===== src/rtl/vint_pkg.sv =====
// vint_pkg: shared helpers for the vectored interrupt controller.
// Assumes vector addresses fit in 32 bits before truncation at the top.
package vint_pkg;

    // Vector address of a given index for a given word spacing.
    function automatic int unsigned vint_vec_of(input int unsigned idx,
                                                input int unsigned step);
        return idx * step;
    endfunction

endpackage


===== src/rtl/vint_arbiter.sv =====
// vint_arbiter: fixed-priority selector over the masked request lines.
// Request bit g corresponds to index g+1; index 0 is reserved for reset.
// Assumes inputs are already synchronous to clk. Purely combinational;
// clk and rst_n serve the local assertion only.
module vint_arbiter #(
    parameter int N_SRC = 4,
    parameter int IDX_W = $clog2(N_SRC + 1)
) (
    input  logic             clk,
    input  logic             rst_n,
    input  logic [N_SRC-1:0] pend,
    input  logic [N_SRC-1:0] en,
    output logic             any,
    output logic [IDX_W-1:0] idx
);

    logic [N_SRC-1:0] req;

    // Per-source gating by the individual enable bit.
    generate
        for (genvar g = 0; g < N_SRC; g++) begin : g_mask
            assign req[g] = pend[g] & en[g];
        end
    endgenerate

    // Lowest index wins: scan from the top so the last hit is the lowest.
    always_comb begin
        any = |req;
        idx = '0;
        for (int i = N_SRC - 1; i >= 0; i--) begin
            if (req[i]) idx = IDX_W'(i + 1);
        end
    end

    // the chosen index is requested and no lower index is requested.
    p_lowest_wins_r3: assert property (@(posedge clk) disable iff (!rst_n)
        any |-> (((req & ((N_SRC'(1) << (idx - 1'b1)) - N_SRC'(1))) == '0)
                 && (((req >> (idx - 1'b1)) & N_SRC'(1)) != '0)))
        else $error("p_lowest_wins_r3");

endmodule


===== src/rtl/vint_gie.sv =====
// vint_gie: the global interrupt enable flip-flop.
// Precedence: reset request > acceptance > return > software write.
// Assumes all strobes are single-cycle and synchronous to clk.
module vint_gie (
    input  logic clk,
    input  logic rst_n,
    input  logic force_clr,
    input  logic take_clr,
    input  logic reti_set,
    input  logic sw_wr,
    input  logic sw_data,
    output logic gie
);

    // Update the enable bit according to the fixed precedence ladder.
    always_ff @(posedge clk) begin
        if (!rst_n)          gie <= 1'b0;
        else if (force_clr)  gie <= 1'b0;
        else if (take_clr)   gie <= 1'b0;
        else if (reti_set)   gie <= 1'b1;
        else if (sw_wr)      gie <= sw_data;
    end

    // a return with no higher-ranked event sets the enable.
    p_reti_sets_r7: assert property (@(posedge clk) disable iff (!rst_n)
        (reti_set && !force_clr && !take_clr) |=> gie)
        else $error("p_reti_sets_r7");

    // an acceptance beats any software write in the same cycle.
    p_take_beats_write_r9: assert property (@(posedge clk) disable iff (!rst_n)
        (take_clr && sw_wr) |=> !gie)
        else $error("p_take_beats_write_r9");

    // a lone software write lands next cycle.
    p_sw_write_r10: assert property (@(posedge clk) disable iff (!rst_n)
        (sw_wr && !force_clr && !take_clr && !reti_set) |=> (gie == $past(sw_data)))
        else $error("p_sw_write_r10");

endmodule


===== src/rtl/vint_ctrl.sv =====
// vint_ctrl: vectored priority interrupt controller top.
// Accepts the highest-priority enabled source at an instruction boundary
// while the global enable is set, or a reset request on its rising edge,
// and issues a registered one-cycle take pulse with the vector address.
// Assumes request lines are held by their sources until software clears them.
module vint_ctrl #(
    parameter int N_SRC    = 4,
    parameter int VEC_W    = 8,
    parameter int VEC_STEP = 1
) (
    input  logic             clk,
    input  logic             rst_n,
    input  logic             reset_req,
    input  logic [N_SRC-1:0] src_pending,
    input  logic [N_SRC-1:0] src_enable,
    input  logic             at_boundary,
    input  logic             reti_strobe,
    input  logic             gie_wr_en,
    input  logic             gie_wr_data,
    output logic             take_pulse,
    output logic [VEC_W-1:0] vector_addr,
    output logic             gie
);
    import vint_pkg::*;

    localparam int IDX_W = $clog2(N_SRC + 1);

    logic             any_req;
    logic [IDX_W-1:0] win_idx;
    logic             rreq_q;
    logic             rst_rise;
    logic             accept;

    vint_arbiter #(.N_SRC(N_SRC), .IDX_W(IDX_W)) arb_i (
        .clk   (clk),
        .rst_n (rst_n),
        .pend  (src_pending),
        .en    (src_enable),
        .any   (any_req),
        .idx   (win_idx)
    );

    // Edge of reset request and gated acceptance of a source.
    always_comb begin
        rst_rise = reset_req & ~rreq_q;
        accept   = at_boundary & gie & any_req & ~reset_req;
    end

    vint_gie gie_i (
        .clk       (clk),
        .rst_n     (rst_n),
        .force_clr (reset_req),
        .take_clr  (accept),
        .reti_set  (reti_strobe),
        .sw_wr     (gie_wr_en),
        .sw_data   (gie_wr_data),
        .gie       (gie)
    );

    // Register the take pulse, the vector and the reset-request history.
    always_ff @(posedge clk) begin
        if (!rst_n) begin
            rreq_q      <= 1'b0;
            take_pulse  <= 1'b0;
            vector_addr <= '0;
        end else begin
            rreq_q     <= reset_req;
            take_pulse <= rst_rise | accept;
            if (rst_rise)
                vector_addr <= '0;
            else if (accept)
                vector_addr <= VEC_W'(vint_vec_of(32'(win_idx), VEC_STEP));
        end
    end

    // a non-reset take needs the enable set in the accepting cycle.
    p_gated_take_r2: assert property (@(posedge clk) disable iff (!rst_n)
        (take_pulse && vector_addr != '0) |-> $past(gie))
        else $error("p_gated_take_r2");

    // a non-reset take needs the boundary strobe in the accepting cycle.
    p_boundary_r6: assert property (@(posedge clk) disable iff (!rst_n)
        (take_pulse && vector_addr != '0) |-> $past(at_boundary))
        else $error("p_boundary_r6");

    // the enable is low while the take pulse is high.
    p_clear_on_take_r5: assert property (@(posedge clk) disable iff (!rst_n)
        take_pulse |-> !gie)
        else $error("p_clear_on_take_r5");

    // the take pulse is exactly one cycle wide.
    p_single_pulse_r8: assert property (@(posedge clk) disable iff (!rst_n)
        take_pulse |=> !take_pulse)
        else $error("p_single_pulse_r8");

    // the vector only moves together with a take pulse.
    p_vec_stable_r8: assert property (@(posedge clk) disable iff (!rst_n)
        !take_pulse |-> $stable(vector_addr))
        else $error("p_vec_stable_r8");

    // a reset request edge yields a take to vector 0.
    p_reset_vec_r4: assert property (@(posedge clk) disable iff (!rst_n)
        $rose(reset_req) |=> (take_pulse && vector_addr == '0))
        else $error("p_reset_vec_r4");

endmodule


===== config.mk =====
export PLATFORM = sky130hd
export DESIGN_NAME = vint_ctrl
export DESIGN_NICKNAME = d
export VERILOG_FILES = /design/src/rtl/vint_pkg.sv /design/src/rtl/vint_arbiter.sv /design/src/rtl/vint_gie.sv /design/src/rtl/vint_ctrl.sv
export SDC_FILE = /design/constraint.sdc
export NUM_CORES = 1
export LEC_CHECK = 0
export CELL_PAD_IN_SITES_DETAIL_PLACEMENT = 0
export CELL_PAD_IN_SITES_GLOBAL_PLACEMENT = 1
export CORE_AREA = 4 4 41 43
export DETAILED_ROUTE_END_ITERATION = 12
export DIE_AREA = 0 0 45 47
export DONT_BUFFER_PORTS = 1
export GPL_ROUTABILITY_DRIVEN = 0
export PLACE_DENSITY_LB_ADDON = 0.1
export SYNTH_ARGS = -nofsm -noshare
export SYNTH_HDL_FRONTEND = slang
export SYNTH_SLANG_ARGS = --single-unit

===== constraint.sdc =====
create_clock -name clk -period 2.4 [get_ports clk]
set_input_delay 0.36 -clock clk [delete_from_list [all_inputs] [get_ports clk]]
set_output_delay 0.36 -clock clk [all_outputs]
set_load 0.02 [all_outputs]

==> out/results.txt <==
Outcome = completed
Final Hold Fails = 0
Final worst setup slack = 1200 ps
WP buf/inv = 0
Hold_buf cts = 0
Synth Flop Type = dfxtp_1
Synth Cell Area = 349 µm²
Delay-heaviest family, CP = flip-flops
Clock share of power = 40.7%
Worst-path cell chain = nand3b_4 -> a21oi_2 -> and3_1 -> nor3_2
Clk Latency, worst-skew pair = 240 ps
EDFF count, synth = 0
Syn. warnings = 0
TritonCTS Buffers = 3
Critical path arrival = 1320 ps
Slowest-stage cell, CP = dfxtp_1
Starting DRT DRC Count = 2
Post-cts sizing count = 0
Worst reg-to-reg setup slack = 1200 ps
Initial Util = 26.8%
Fmax = 0.836 GHz
Part of the power in registers = 48.3%
Total Routing Usage GR = 7.81%
Max Cap Viol = 0
Top cell type's share of synthesized area = 34.4%
Uppermost layer routed = met3
IO Port Bufs = 0
Vias = 245
Row cnt = 13
Ranking of synthesized cells by area = dfxtp_1, buf_4, a22oi_4
Total gr overflow = 0
Vias in the first global route = 251
Reg2reg start = gie_i.gie
Synth Register Bits = 6
First-pass GRT wire length = 1090 µm
Nets = 56
Die height = 47 µm
Int Pwr = 0.000170 W
P_sw = 0.0000542 W
Hold Crit Class = input pin to flop
Data required, critical path = 2530 ps
FILL cells = 144
Final setup TNS = 0 ps
Seq/Total Area, Yosys = 34.4%
Initial antenna violation count = 0
LEAKAGE = 0.163 nW
Commonest non-fill, non-tap cell in the layout = dfxtp_1
Fin Clk Skew = 1.39 ps
Pwr/cell area = 609 nW/µm²
Post-synth top area cell = dfxtp_1
Tmin final = 1200 ps
CP Class = flop to flop
Cell variety after synth = 23
Clk sinks = 6
Metal2 WL = 374 µm
Detail Route Antenna Nets = 0
CP Launch Type = flop
Reg clk slew, reported paths = 40 ps
Clock Tree Buf Depth = 2
CP Capture Type = flop
Wire length on met3 = 130 µm
Setup crit start = gie_i.gie
Commonest non-fill, non-tap cells in the layout = dfxtp_1, conb_1, nand2_1, clkbuf_4
CTS tree = yes
Comb pwr share = 11.0%
Die area = 2120 µm²
Setup Fix Bufs, Post-CTS = 0
Fraction of registers with async set or reset after synthesis = 0%
DIE WIDTH = 45 µm
# DRC = 0
Worst VDD drop = 0.000371 V
H-tree depth = 1
Switching Share = 24.2%
Crit Path Max Fanout = 5
Area Overhead vs Synth = 5.38%
Slowest Stage Delay on Critical Path = 490 ps
CTS Root Cell = clkbuf_4
Antenna cells = 0
# setup viols final = 0
FF+latch area = 120 µm²
Cell count after synthesis = 37
Max Slew Vio Count = 0
Min-delay src = reset_req
Final period util = 49.8%
Multi-input logic area = 203 µm²
Post-place setup slack = 1180 ps
Via density per instance = 4.54
WL met1 = 206 µm
Drt wl/cell = 13.2 µm
IO Pins = 25
Largest net degree at the start of global routing = 6
Core footprint = 1300 µm²
Hold Slack = 184 ps
Total routed wirelength = 712 µm
RSZ-0062 raised after global routing = false
Layout cell share with drive strength beyond 1 = 23.1%
Initial DRT Pass Iterations = 2
Mean post-synth cell area = 9.43 µm²
## metal layers
metal	global-route usage (%)	up-vias
met4	3.51	0
li1	-	125
met1	6.33	104
met5	0	-
met3	8.05	0
met2	12.4	16
## final timing paths
path,to,cells after the start
setup reg to reg,vector_addr[0],4
hold / removal,gie_i.gie,1
hold reg to reg,take_pulse,2
setup / recovery,vector_addr[0],4
## cells in the mapped netlist (all sizes together), types with 2 or more instances
cell type	number
a22oi	2
dfxtp	6
a21oi	3
nand2	3
nor2	2
nor2b	2
nor3	2
buf	5
## power by group through the flow
stage	combinational, W	clock (W)	sequential (W)
floorplan	0.0000287	0	0.000110
global placement	0.0000251	0	0.000110
detailed placement	0.0000248	0	0.000110
CTS	0.0000248	0.0000971	0.000108
global route	0.0000271	0.000105	0.000108
finish	0.0000247	0.0000911	0.000108
## metrics by stage
step           instances  power (W)  util, %  area [µm²]
2_1_floorplan         41   0.000138        -         364
3_3_place_gp          51   0.000135     26.5         345
3_5_place_dp          51   0.000135     26.5         345
4_1_cts               54   0.000230     28.3         368
5_1_grt               54   0.000241     28.3         368
6_report              54   0.000224     28.3         368
## sequential cells by signal, summed over array words and instances, names as in the netlist
name         count
gie_i.gie        1
rreq_q           1
vector_addr      3
take_pulse       1
## cells by family after synthesis
family	Yosys count	synth area share (%)
and+or+nand+nor	15	30.1
buffers and inverters	6	11.8
DFF	6	34.4
AOI/OAI and AO/OA	9	22.6
other	1	1.07
## area by class of cell
cell class	count	area share [%]
well taps	15	5.10
flip-flops and latches	6	32.7
clock buffers	3	6.12
inverters	1	1.02
multi-input cells	29	55.1
No activity file was read; power rests on OpenSTA's default activity.
